`src/rtl/esm_pkg.sv`:
```
package esm_pkg;
  localparam int PW    = 8;
  localparam int NSIDE = 4;
  localparam int LANES = 2 * NSIDE;
  localparam int DTW   = PW + 4;
  localparam int QW    = 5;
  localparam int BSW   = 3;
  localparam int LP1   = NSIDE - 2;
  localparam int LP0   = NSIDE - 1;
  localparam int LQ0   = NSIDE;
  localparam int LQ1   = NSIDE + 1;

  typedef logic [PW-1:0]         pix_t;
  typedef logic signed [DTW-1:0] dlt_t;
  typedef enum logic {SEL_PASS = 1'b0, SEL_FILT = 1'b1} sel_e;

  function automatic pix_t absd(input pix_t a, input pix_t b);
    return (a > b) ? pix_t'(a - b) : pix_t'(b - a);
  endfunction

  function automatic dlt_t ext(input pix_t a);
    return $signed({{(DTW-PW){1'b0}}, a});
  endfunction

  function automatic dlt_t raw_inloop(input pix_t p1, input pix_t p0,
                                      input pix_t q0, input pix_t q1);
    dlt_t t;
    t = ((ext(q0) - ext(p0)) <<< 2) + (ext(p1) - ext(q1)) + dlt_t'(4);
    return t >>> 3;
  endfunction

  function automatic dlt_t raw_post(input pix_t p1, input pix_t p0,
                                    input pix_t q0, input pix_t q1);
    dlt_t t;
    t = ((ext(q0) - ext(p0)) <<< 1) + (ext(p1) - ext(q1)) + dlt_t'(2);
    return t >>> 2;
  endfunction

  function automatic dlt_t clip3(input dlt_t lo, input dlt_t hi, input dlt_t z);
    if (z < lo) return lo;
    if (z > hi) return hi;
    return z;
  endfunction

  function automatic pix_t sat(input dlt_t v);
    if (v < dlt_t'(0)) return '0;
    if (v > ext({PW{1'b1}})) return {PW{1'b1}};
    return v[PW-1:0];
  endfunction
endpackage

```
`src/rtl/esm_decide.sv`:
```
module esm_decide import esm_pkg::*; (
  input  logic           post_mode,
  input  logic [BSW-1:0] bs,
  input  pix_t           alpha,
  input  pix_t           beta,
  input  pix_t           p1,
  input  pix_t           p0,
  input  pix_t           q0,
  input  pix_t           q1,
  output sel_e           sel
);
  logic strength_ok;
  logic step_ok;
  logic side_ok;

  assign strength_ok = post_mode || (bs != '0);
  assign step_ok     = absd(p0, q0) < alpha;
  assign side_ok     = (absd(p1, p0) < beta) && (absd(q1, q0) < beta);
  assign sel         = (strength_ok && step_ok && side_ok) ? SEL_FILT : SEL_PASS;
endmodule

```
`src/rtl/esm_delta.sv`:
```
module esm_delta import esm_pkg::*; (
  input  logic          post_mode,
  input  pix_t          p1,
  input  pix_t          p0,
  input  pix_t          q0,
  input  pix_t          q1,
  input  pix_t          tc,
  input  logic [QW-1:0] qscale,
  output dlt_t          delta,
  output dlt_t          bound
);
  dlt_t raw;

  always_comb begin
    if (post_mode) begin
      raw   = raw_post(p1, p0, q0, q1);
      bound = $signed({{(DTW-QW){1'b0}}, qscale});
    end else begin
      raw   = raw_inloop(p1, p0, q0, q1);
      bound = ext(tc);
    end
    delta = clip3(-bound, bound, raw);
  end
endmodule

```
`src/rtl/esm_apply.sv`:
```
module esm_apply import esm_pkg::*; (
  input  sel_e sel,
  input  dlt_t delta,
  input  pix_t p0,
  input  pix_t q0,
  output pix_t p0_new,
  output pix_t q0_new
);
  pix_t p0_f;
  pix_t q0_f;

  assign p0_f   = sat(ext(p0) + delta);
  assign q0_f   = sat(ext(q0) - delta);
  assign p0_new = (sel == SEL_FILT) ? p0_f : p0;
  assign q0_new = (sel == SEL_FILT) ? q0_f : q0;
endmodule

```
`src/rtl/edge_smoother.sv`:
```
module edge_smoother import esm_pkg::*; (
  input  logic                clk,
  input  logic                rst_n,
  input  logic                in_vld,
  input  logic                post_mode,
  input  logic [BSW-1:0]      bs,
  input  logic [PW-1:0]       alpha,
  input  logic [PW-1:0]       beta,
  input  logic [PW-1:0]       tc,
  input  logic [QW-1:0]       qscale,
  input  logic [LANES*PW-1:0] pix_in,
  output logic                out_vld,
  output logic [LANES*PW-1:0] pix_out
);
  pix_t in_lane [LANES];
  pix_t s1_pix  [LANES];
  pix_t o_pix   [LANES];
  sel_e dec_sel;
  dlt_t dec_delta;
  dlt_t dec_bound;
  logic s1_vld;
  sel_e s1_sel;
  dlt_t s1_delta;
  dlt_t s1_bound;
  pix_t p0_new;
  pix_t q0_new;

  for (genvar g = 0; g < LANES; g++) begin : g_lane
    assign in_lane[g]          = pix_in[g*PW +: PW];
    assign pix_out[g*PW +: PW] = o_pix[g];
  end

  esm_decide u_decide (
    .post_mode(post_mode), .bs(bs), .alpha(alpha), .beta(beta),
    .p1(in_lane[LP1]), .p0(in_lane[LP0]), .q0(in_lane[LQ0]), .q1(in_lane[LQ1]),
    .sel(dec_sel)
  );

  esm_delta u_delta (
    .post_mode(post_mode),
    .p1(in_lane[LP1]), .p0(in_lane[LP0]), .q0(in_lane[LQ0]), .q1(in_lane[LQ1]),
    .tc(tc), .qscale(qscale), .delta(dec_delta), .bound(dec_bound)
  );

  always_ff @(posedge clk or negedge rst_n) begin
    if (!rst_n) begin
      s1_vld   <= 1'b0;
      s1_sel   <= SEL_PASS;
      s1_delta <= '0;
      s1_bound <= '0;
      for (int i = 0; i < LANES; i++) s1_pix[i] <= '0;
    end else begin
      s1_vld <= in_vld;
      if (in_vld) begin
        s1_sel   <= dec_sel;
        s1_delta <= dec_delta;
        s1_bound <= dec_bound;
        for (int i = 0; i < LANES; i++) s1_pix[i] <= in_lane[i];
      end
    end
  end

  esm_apply u_apply (
    .sel(s1_sel), .delta(s1_delta), .p0(s1_pix[LP0]), .q0(s1_pix[LQ0]),
    .p0_new(p0_new), .q0_new(q0_new)
  );

  always_ff @(posedge clk or negedge rst_n) begin
    if (!rst_n) begin
      out_vld <= 1'b0;
      for (int i = 0; i < LANES; i++) o_pix[i] <= '0;
    end else begin
      out_vld <= s1_vld;
      if (s1_vld) begin
        for (int i = 0; i < LANES; i++) begin
          if (i == LP0)      o_pix[i] <= p0_new;
          else if (i == LQ0) o_pix[i] <= q0_new;
          else               o_pix[i] <= s1_pix[i];
        end
      end
    end
  end
endmodule

```
`config.mk`:
```
export PLATFORM = sky130hd
export DESIGN_NAME = edge_smoother
export DESIGN_NICKNAME = d
export VERILOG_FILES = /design/src/rtl/esm_pkg.sv /design/src/rtl/esm_decide.sv /design/src/rtl/esm_delta.sv /design/src/rtl/esm_apply.sv /design/src/rtl/edge_smoother.sv
export SDC_FILE = /design/constraint.sdc
export NUM_CORES = 1
export LEC_CHECK = 0
export ABC_AREA = 1
export BUFFER_PORTS_ARGS = -buffer_cell sky130_fd_sc_hd__buf_2
export CAP_MARGIN = 20
export CORE_MARGIN = 8
export CORE_UTILIZATION = 30
export CTS_CLUSTER_SIZE = 30
export DETAILED_ROUTE_END_ITERATION = 16
export GPL_TIMING_DRIVEN = 0
export REMOVE_ABC_BUFFERS = 1
export SLEW_MARGIN = 20
export SYNTH_ARGS = -nofsm -noshare
export SYNTH_HDL_FRONTEND = slang
export SYNTH_HIERARCHICAL = 1
export SYNTH_SLANG_ARGS = --single-unit
```
`constraint.sdc`:
```
create_clock -name clk -period 6.2 [get_ports clk]
set_input_delay 0.31 -clock clk [delete_from_list [all_inputs] [get_ports clk]]
set_output_delay 0.31 -clock clk [all_outputs]
set_load 0.01 [all_outputs]
```
# [After elaboration in Yosys (flattened, before gate mapping)]
# Index checks and enable logic that the tools add are counted.
[word_totals] reg_bits=143 inputBits=100 out_inout_bits=65 word_cells=81
[op_classes] n_addsub=15 magnitude_cmp=12 mux=29 n_reduce_logical=5
[ops] operator="8-bit 2-to-1 mux" count=14
[ops] operator="12-bit 2-to-1 mux" count=5
[ops] operator="8-bit subtractor" count=6
[ops] operator="12-bit by 9-bit greater-than comparator with 1-bit output (second input constant)" count=2
[ops] operator="8-bit greater-than comparator" count=3
[ops] operator="12-bit by 1-bit less-than comparator with 1-bit output (second input constant)" count=2
[ops] operator="8-bit less-than comparator" count=3
[ops] operator="8-bit by 8-bit subtractor with 9-bit output" count=2
[ops] operator="11-bit by 9-bit adder with 12-bit output" count=1
[ops] operator="12-bit by 3-bit adder with 12-bit output (second input constant)" count=1
[ops] operator="12-bit by 4-bit adder with 12-bit output (second input constant)" count=1
[ops] operator="9-bit by 12-bit adder with 12-bit output" count=1
[ops] operator="12-bit greater-than comparator" count=1
[ops] operator="12-bit less-than comparator" count=1
[ops] operator="12-bit negation" count=1
[ops] operator="9-bit by 12-bit subtractor with 12-bit output" count=1
[ops] operator="10-bit by 9-bit adder with 11-bit output" count=1
[ops] operator="1-bit 2-to-1 mux" count=10
[ops] operator="1-bit logical AND" count=3
[ops] operator="3-bit nonzero test" count=1
[ops] operator="1-bit logical OR" count=1

# [Logic depth before layout (Yosys ltp)]
# Gate-level depths: netlist of the first run.
[logic_depth] word_depth=9 ltp_mapped=42

# [Modules after synthesis]
# Netlist of the first run, hierarchy kept.
[modules_own_cells] mod="edge_smoother" n_inst=1 cells_each=598 area_each_um2=5358.9 seq_area_each_um2=3578.4
[modules_own_cells] mod="esm_decide" n_inst=1 cells_each=537 area_each_um2=3021.6 seq_area_each_um2=0.0
[modules_own_cells] mod="esm_delta" n_inst=1 cells_each=485 area_each_um2=2834.0 seq_area_each_um2=0.0
[modules_own_cells] mod="esm_apply" n_inst=1 cells_each=263 area_each_um2=1405.1 seq_area_each_um2=0.0

# [Worst setup path after synthesis of the first run]
# OpenSTA, ideal clock, no wires.
[synth_path] kind="input-to-reg" from="in pix_in[42]" to="reg s1_delta[3]" arrival_ps=4723 path_slack_ps=1360 path_stages=40 path_buffers=1 cell_sequence="inv_1 -> ha_1 -> nand2_1 -> o21ai_0 -> a21oi_1 -> o21bai_1 -> xor2_1 -> inv_1 -> nor2_1 -> nor2_1 -> ha_1 -> a21oi_1 -> inv_1 -> a31oi_1 -> nor2_1 -> o21ai_0 -> nand2_1 -> a21oi_1 -> [4 not listed] -> inv_1 -> ha_1 -> nand2_1 -> nor2_1 -> a211oi_1 -> o21ai_0 -> nand3_1 -> nand2_1 -> a21o_1 -> nand2_1 -> nand2_2 -> o21ai_4 -> inv_2 -> buf_6 -> nand3_1 -> nand2_1 -> nand2_1 -> nand2_1"
[synth_between] elab_chain_cells=9
[synth_lines] element="from (decl)" line="edge_smoother.sv:11" text="input logic [LANES*PW-1:0] pix_in,"
[synth_lines] element="8-bit by 8-bit subtractor with 9-bit output *" line="esm_pkg.sv:28, esm_pkg.sv:35"
[synth_lines] element="11-bit by 9-bit adder with 12-bit output / 10-bit by 9-bit adder with 11-bit output (equally long branches)" line="esm_pkg.sv:28, esm_pkg.sv:35"
[synth_lines] element="12-bit by 4-bit adder with 12-bit output / 12-bit by 3-bit adder with 12-bit output (equally long branches)" line="esm_pkg.sv:28, esm_pkg.sv:35"
[synth_lines] element="12-bit 2-to-1 mux *" line="esm_delta.sv:15" text="if (post_mode) begin"
[synth_lines] element="12-bit greater-than comparator" line="esm_pkg.sv:41" text="if (z > hi) return hi;"
[synth_lines] element="1-bit 2-to-1 mux (2 in a row)" line="esm_pkg.sv:41"
[synth_lines] element="12-bit 2-to-1 mux" line="esm_pkg.sv:42" text="return z;"
[synth_lines] element="12-bit 2-to-1 mux *" line="esm_pkg.sv:41"
[synth_lines] element="via dec_delta[3]" line="edge_smoother.sv:19" text="dlt_t dec_delta;"
[synth_lines] element="to (signal assigned)" line="edge_smoother.sv:56" text="s1_delta <= dec_delta;"
[synth_lines] element="to (decl)" line="edge_smoother.sv:23" text="dlt_t s1_delta;"
# The timed path passes the listed nets; every way through them passes the cells marked *. The select of a mux whose other input is x is not followed.
# A chain may end at the register's enable or synchronous reset.

# [Worst setup path after layout of the first run]
[layout_path] from="in pix_in[41]" to="reg s1_delta[3]"
# Same word-level chain as after synthesis.

==> flow_summary.toml, run 1 <==
[floorplan]
io_pins = 165
initial_core_util_pct = 30.2
dieWidth_um = 221
core-area_mm2 = 0.0417
row_count = 75
die_h_um = 221
dieArea_mm2 = 0.0488

[timing]
worstMarginPinSlew_ns = 0.820
relSlewSlack_pct = 45.3
rsz0062_at_grt = "no"
timing.fmax_mhz = 178
setup_violations = 0
layout_min_cycle_time_ns = 5.61
clock_skew_ns = 0.0165
min_period_over_period_pct = 90.5
hold_viol = 0
finalMaxSlewViolations = 0
tns_ns = 0

[critical_path]
crit_arrival_ns = 5.97
crit_fanout = 11
cpPeakStageDelay_ns = 0.35
critPathKind = "input port to register"
crit_required_ns = 6.56
slowest_stage = "ha_1"
cp-start-kind = "input port"
endpoint_kind = "register"
path_common_cell = "nand2_1"
critPathTopFamily = "compound AO/OA/AOI/OAI gates"
critPathBufInv = 7

[outcome]
status = "complete, no violations"

[drt]
drt_iter0_drc = 942
vias = 11900
dr.pass1.iters = 4
wl_per_cell_um = 14.4
routed_via_density = 4.63
antenna_left = 0
totalWireLength_um = 37000
drcViolationCount = 0

[finish]
fin_nets = 2268
layout_commonest_cell = "nand2_1"
finalCoreUtilization_pct = 34.7
final_cell_mix = "844 x nand2_1, 230 x inv_1, 162 x buf_2"
area_growth_pct = 15.0
drive_gt1_share_pct = 13.7

[synth]
yosys_warnings = 6
netlist_area_mm2 = 0.0126
syn_inst = 1878
syn_area_per_cell_um2 = 6.70

[clock_tree]
clockBufferDepth = 2
clk_pin_slew_ns = 0.07
clk_latency_ns = 0.43
cts_root_buffer = "clkbuf_16"
h-tree-depth = 4
cts_tree = "done"
cts_setup_buffers = 0
clock_sinks = 143
cts_buffers = 17

[global_route]
met1_usage_pct = 20.8
track_usage_pct = 15.0
grt-ovfl-total = 0
top_usage_layer = "met2"
antenna_found_initial = 0
grtUsageMet2_pct = 24.0
grt_max_degree = 84
use_met3_pct = 2.17
grt_pass1_wl_um = 60700
grt_pass1_vias = 11700

[pwr]
vdd_ir_drop_max_uv = 179
power.leakage_nw = 8.53
power_density_mw_per_mm2 = 307

[placed_design]
port_buffers = 164
dp_hpwl_um = 29000
globalplace.congestion = 0.940

[hold_path]
hold_path_class = "input port to register"

[run]
cap_violations = 0
## worst reg2reg max path, stage by stage (launching register included)
cell	delay [ns]
dfrtp_1	0.43
ha_1	0.26
inv_1	0.08
fa_1	0.40
inv_1	0.10
nand2_1	0.05
nand2_1	0.09
nand3_1	0.10
nand2_1	0.11
nand3_1	0.07
nand2_1	0.10
nand3_2	0.12
nand2_2	0.13
nand2_1	0.07
nand2_1	0.06
nand2_1	0.05
nand2_1	0.07
nand2_1	0.06
## metal layers
| layer | share of wire [%] | vias to the layer above |
|---|---|---|
| li1 | - | 6119 |
| met4 | 2.0 | 0 |
| met5 | 0 | - |
| met1 | 50 | 5464 |
| met3 | 4.1 | 42 |
| met2 | 44 | 279 |
## worst paths after layout
kind / end / slack (ns) / depth (start not counted) / from
setup / recovery: s1_delta[3] / 0.59 / 38 / pix_in[41]
setup reg to reg: pix_out[29] / 3.74 / 17 / s1_pix[32]
max in group asynchronous: s1_delta[11] / 4.99 / 3 / rst_n
min in group asynchronous: s1_pix[51] / 0.49 / 2 / rst_n
hold / removal: s1_pix[56] / 0.09 / 3 / pix_in[0]
hold reg to reg: pix_out[59] / 0.47 / 2 / pix_out[59]
## timing repair
action	CTS	global route
resized for setup	0	0
hold endpoints to repair	82	0
hold buffers	1	0
## area by class of cell
type | count | area, um2
tap | 539 | 674
fill | 4575 | 27200
clock buffer | 17 | 425
multi-input combinational | 1433 | 7740
sequential | 143 | 3580
timing repair buffer | 168 | 926
inverter | 253 | 960
antenna | 1 | 2.50
clock inverter | 15 | 168
## sequential cells by signal, summed over array words and instances (netlist names)
name / cells
out_vld: 1
s1_vld: 1
s1_delta: 12
pix_out: 64
s1_pix: 64
s1_sel: 1
## power by group
part | internal (mW) | switching, mW | leakage (nW)
registers | 1.07 | 0.130 | 1.76
logic | 0.803 | 1.41 | 6.48
clock network | 0.574 | 0.451 | 0.291
total | 2.45 | 1.99 | 8.53
## through the flow
| stage | cells | area (um2) | setup slack [ns] | power (mW) | hold slack [ns] |
|---|---|---|---|---|---|
| floorplan | 1829 | 12300 | 1.34 | 2.77 | 0.0144 |
| global placement | 2532 | 13800 | 0.230 | 3.37 | 0.448 |
| detailed placement | 2535 | 13900 | 0.255 | 3.42 | 0.359 |
| CTS | 2568 | 14500 | 0.663 | 4.47 | 0.0625 |
| global route | 2568 | 14500 | 0.0315 | 4.84 | 0.0746 |
| finish | 2569 | 14500 | 0.591 | 4.44 | 0.0863 |
Power figures use the tool's default switching activity.
==> run 2, diff against run 1 <==
--- a/config.mk
+++ b/config.mk
@@ -8,6 +8,7 @@
 export ABC_AREA = 1
 export BUFFER_PORTS_ARGS = -buffer_cell sky130_fd_sc_hd__buf_2
 export CAP_MARGIN = 20
+export CORE_ASPECT_RATIO = 2
 export CORE_MARGIN = 8
 export CORE_UTILIZATION = 30
 export CTS_CLUSTER_SIZE = 30
==> run 2 against run 1 <==
Against the previous run: non-clock buffer count unchanged; first-iteration DRC count decreased by 26%; sequential share of layout area shrank 0.085 points; worst setup slack worse by 0.062 ns; count of clock-buffer cells in the layout is the same; routed wire length grew 7.0%; global-route usage rose by 1.1 points; maximum frequency shrank 1.1%; clock power up 9%; register-to-register slack got worse by 0.05 ns.
==> flow_summary.toml, run 2 (same netlist as run 1, synthesis figures left out) <==
[outcome]
status = "complete, no violations"

[finish]
final-seq-area_mm2 = 0.00358
stdcell_count = 2569
area_growth_pct = 15.4
layout.filler_cells = 4555
fin_nets = 2268
diodes = 0
drive_gt1_share_pct = 13.7
multi_input_area_mm2 = 0.00774
final_area_mm2 = 0.0145
layout_commonest_cell = "nand2_1"
final_cell_mix = "844 x nand2_1, 230 x inv_1, 162 x buf_2"

[hold_path]
hold_path_class = "input port to register"
min_from = "pix_in[62]"

[placed_design]
dpl_cell_area_mm2 = 0.0139
dpl.cell_count = 2536
globalplace.congestion = 0.918
port_buffers = 164
dp_hpwl_um = 32300

[critical_path]
cp-start-kind = "input port"
endpoint = "s1_delta[3]"
crit_arrival_ns = 6.03
path_common_cell = "nand2_1"
cpPeakStageDelay_ns = 0.37
crit_fanout = 11
critPathKind = "input port to register"
r2r_setup_slack_ns = 3.69
reg2reg_depth = 15
r2r_start = "s1_delta[0]"
r2r_end = "pix_out[24]"
startpoint = "pix_in[42]"
endpoint_kind = "register"
crit_required_ns = 6.56
slowest_stage = "ha_1"

[timing]
rsz0062_at_grt = "no"
timing.fmax_mhz = 176
layout_min_cycle_time_ns = 5.67
hold_viol = 0
clock_skew_ns = 0.0155
relSlewSlack_pct = 42.8
finalMaxSlewViolations = 0
worstMarginPinSlew_ns = 0.858
setup_violations = 0
tns_ns = 0
min_period_over_period_pct = 91.5

[clock_tree]
clk_pin_slew_ns = 0.07
clock_sinks = 143
clockBufferDepth = 2
clk_latency_ns = 0.44
h-tree-depth = 4
cts_buffers = 17
cts_root_buffer = "clkbuf_16"
cts_tree = "done"

[drt]
antenna_left = 0
totalWireLength_um = 39600
vias = 11900
dr.pass1.iters = 5
routed_via_density = 4.65
drcViolationCount = 0
wl_per_cell_um = 15.4
drt_iter0_drc = 694

[pwr]
power_density_mw_per_mm2 = 312
power.leakage_nw = 8.55
vdd_ir_drop_max_uv = 180

[global_route]
grt_max_degree = 95
grt_pass1_vias = 12000
track_usage_pct = 16.0
grt_pass1_wl_um = 62600
antenna_found_initial = 0
grt-ovfl-total = 0

[floorplan]
row_count = 106
initial_core_util_pct = 30.2
dieArea_mm2 = 0.0492
die_h_um = 306
io_pins = 165
core-area_mm2 = 0.0416
dieWidth_um = 161

[run]
cap_violations = 0
[run 2: through the flow]
step | worst slack (ns) | util (%) | total power [mW] | hold slack [ns]
floorplan | 1.34 | - | 2.77 | 0.0144
global placement | 0.0759 | 33.1 | 3.38 | 0.448
detailed placement | 0.0249 | 33.3 | 3.43 | 0.243
CTS | 0.469 | 34.9 | 4.59 | 0.0538
global route | 0.000583 | 34.9 | 4.95 | 0.0680
finish | 0.529 | 34.9 | 4.53 | 0.0773
[run 2: layout make-up]
class	instances	area share (%)
Tap cell	540	4.65
Timing Repair Buffer	168	6.37
Sequential cell	143	24.7
Inverter	253	6.61
Clock buffer	17	2.93
Clock inverter	15	1.51
Multi-Input combinational cell	1433	53.3
[run 2: layer usage]
| layer | up-vias | share of wire, % | global-route usage (%) | wire length (um) |
|---|---|---|---|---|
| met5 | - | 0 | 0 | 0 |
| met4 | 0 | 5.1 | 9.30 | 2010 |
| met3 | 82 | 3.0 | 1.68 | 1180 |
| met2 | 248 | 53 | 30.5 | 21000 |
| met1 | 5506 | 39 | 16.6 | 15500 |
| li1 | 6104 | - | - | - |
[run 2: worst max-delay path, delay by kind of cell]
family	cells	cell delay [ns]
AO/OA/AOI/OAI	12	2.16
XOR/XNOR	1	0.31
adder cells (fa/ha/maj)	3	1.04
buffers and inverters	6	0.56
AND/OR/NAND/NOR	18	1.65
[run 2: worst min path at each step]
| stage | end | slack (ns) | cells past startpoint |
|---|---|---|---|
| 3_5_place_dp | s1_pix[8] | 0.24 | 1 |
| 2_1_floorplan | out_vld | 0.01 | 0 |
| 3_3_place_gp | pix_out[8] | 0.45 | 2 |
| 4_1_cts | s1_pix[8] | 0.05 | 3 |
| 5_1_grt | s1_pix[51] | 0.07 | 3 |
| 6_report | s1_pix[6] | 0.08 | 3 |
[run 2: timing repair]
action,CTS,global route
endpoints found under the hold margin,49,0
gates resized for setup,0,1
hold buffers,1,0
setup endpoints to repair,0,9
buffers inserted,0,0
[run 2: power by group]
group	switching, mW	leakage [nW]	internal (mW)
Combinational	1.41	6.48	0.801
Sequential	0.130	1.76	1.07
Clock	0.436	0.310	0.687
Total	1.97	8.55	2.56
==> run 3, diff against run 2 <==
--- a/config.mk
+++ b/config.mk
@@ -7,7 +7,6 @@
 export LEC_CHECK = 0
 export ABC_AREA = 1
 export BUFFER_PORTS_ARGS = -buffer_cell sky130_fd_sc_hd__buf_2
-export CAP_MARGIN = 20
 export CORE_ASPECT_RATIO = 2
 export CORE_MARGIN = 8
 export CORE_UTILIZATION = 30
==> constraint.sdc (replaced) <==
create_clock -name clk -period 7.37 [get_ports clk]
set_input_delay 0.3685 -clock clk [delete_from_list [all_inputs] [get_ports clk]]
set_output_delay 0.3685 -clock clk [all_outputs]
set_load 0.01 [all_outputs]
==> run 3 against run 2 <==
Against the previous run: die area stayed put; routed wire length hardly changed; final cell count stayed put; clock power is 16% lower; critical path type unchanged; largest power group unchanged.
==> flow_summary.toml, run 3 (same netlist as run 1, synthesis figures left out) <==
[finish]
final_area_mm2 = 0.0145
final_cell_mix = "844 x nand2_1, 230 x inv_1, 162 x buf_2"
finalCoreUtilization_pct = 34.9
fin_nets = 2268
diodes = 0
layout_commonest_cell = "nand2_1"
stdcell_count = 2569
drive_gt1_share_pct = 13.7
area_growth_pct = 15.4

[floorplan]
die_h_um = 306
core-area_mm2 = 0.0416
initial_core_util_pct = 30.2
io_pins = 165
dieWidth_um = 161
row_count = 106
dieArea_mm2 = 0.0492

[timing]
timing.fmax_mhz = 171
hold_viol = 0
rsz0062_at_grt = "no"
min_period_over_period_pct = 79.3
tns_ns = 0
relSlewSlack_pct = 42.8
layout_min_cycle_time_ns = 5.84
finalMaxSlewViolations = 0
setup_violations = 0
worstMarginPinSlew_ns = 0.858
timing.hold.ws_ns = 0.136
clock_skew_ns = 0.0155
layout_setup_ws_ns = 1.53

[placed_design]
dpl.cell_count = 2536
globalplace.congestion = 0.918
dpl_cell_area_mm2 = 0.0139
dp_hpwl_um = 32300
port_buffers = 164
dp_slack_ns = 1.14

[drt]
drcViolationCount = 0
routed_via_density = 4.65
antenna_left = 0
vias = 11900
dr.pass1.iters = 5
totalWireLength_um = 39600
wl_per_cell_um = 15.4
drt_iter0_drc = 701

[run]
cap_violations = 0

[pwr]
power_density_mw_per_mm2 = 262
clockPowerShare_pct = 24.8
power_switching_share_pct = 43.5
internal-power_mw = 2.15
p_comb_share_pct = 48.7
p_seq_share_pct = 26.5
vdd_ir_drop_max_uv = 152
switching_power_mw = 1.66
power.leakage_nw = 8.55
total_power_mw = 3.81

[critical_path]
critPathBufInv = 7
cp-start-kind = "input port"
r2r_start = "s1_delta[0]"
startpoint = "pix_in[42]"
critPathTopFamily = "compound AO/OA/AOI/OAI gates"
crit_fanout = 11
slowest_stage = "ha_1"
r2r_setup_slack_ns = 4.86
crit_arrival_ns = 6.20
reg2reg_depth = 15
endpoint_kind = "register"
cpPeakStageDelay_ns = 0.37
critPathKind = "input port to register"
path_common_cell = "nand2_1"
r2r_end = "pix_out[24]"
crit_required_ns = 7.73

[clock_tree]
clk_pin_slew_ns = 0.07
cts_setup_buffers = 0
clock_sinks = 143
h-tree-depth = 4
cts_root_buffer = "clkbuf_16"
clk_latency_ns = 0.44
ctsResizeCount = 0
cts_tree = "done"
clockBufferDepth = 2
cts_buffers = 17

[hold_path]
hold_path_class = "input port to register"
worst_hold_path.num_cells = 3
hold_end = "s1_pix[6]"
min_from = "pix_in[62]"

[global_route]
grt_pass1_vias = 12000
top_usage_layer = "met2"
track_usage_pct = 16.0
met1_usage_pct = 16.6
antenna_found_initial = 0
use_met3_pct = 1.68
grt-ovfl-total = 0
grt_max_degree = 95
grt_pass1_wl_um = 62600
grtUsageMet2_pct = 30.5

[outcome]
status = "complete, no violations"
## run 3: cell types whose count changed in the layout (fill, tap and decap cells not counted)
cell | previous run | this run
o21ai_0 | 20 | 21
o21ai_1 | 13 | 12
## run 3: worst max-delay path by stage
stage	endpoint	slack, ns	depth (start not counted)
global route	s1_delta[3]	0.97	38
detailed placement	s1_delta[3]	1.14	38
CTS	s1_delta[3]	1.58	38
finish	s1_delta[3]	1.53	38
floorplan	s1_delta[3]	2.45	39
global placement	s1_delta[3]	1.19	36
## run 3: repair_timing
action                                  4_1_cts  5_1_grt
hold buffers                                  1        0
endpoints found under the setup margin        0        0
endpoints found under the hold margin        49        0
## run 3: routing by layer
layer  vias to the layer above  wire [um]
li1                       6104          -
met1                      5508      15500
met2                       248      21000
met3                        82       1180
met4                         0       2010
met5                         -          0
## run 3: final cells by class
class	count	area, um2
Clock buffer	17	425
Clock inverter	15	219
Fill cell	4555	27100
Inverter	253	960
Multi-Input combinational cell	1433	7740
Sequential cell	143	3580
Tap cell	540	676
Timing Repair Buffer	168	926
## run 3: worst reg2reg max path, delay by kind of cell (launching register included)
family	cells	cell delay, ns
buffers and inverters	2	0.17
AND/OR/NAND/NOR	10	0.90
adder cells (fa/ha/maj)	2	0.68
flip-flops	1	0.44
AO/OA/AOI/OAI	1	0.23
## run 3: power by group through the flow
| stage | Sequential [mW] | Combinational (mW) | Clock (mW) |
|---|---|---|---|
| after floorplan | 1.02 | 1.32 | 0 |
| final | 1.01 | 1.86 | 0.944 |
| after CTS | 1.01 | 1.87 | 0.977 |
| after global placement | 1.03 | 1.82 | 0 |
| after detailed placement | 1.03 | 1.86 | 0 |
| after global routing | 1.03 | 2.13 | 1.01 |
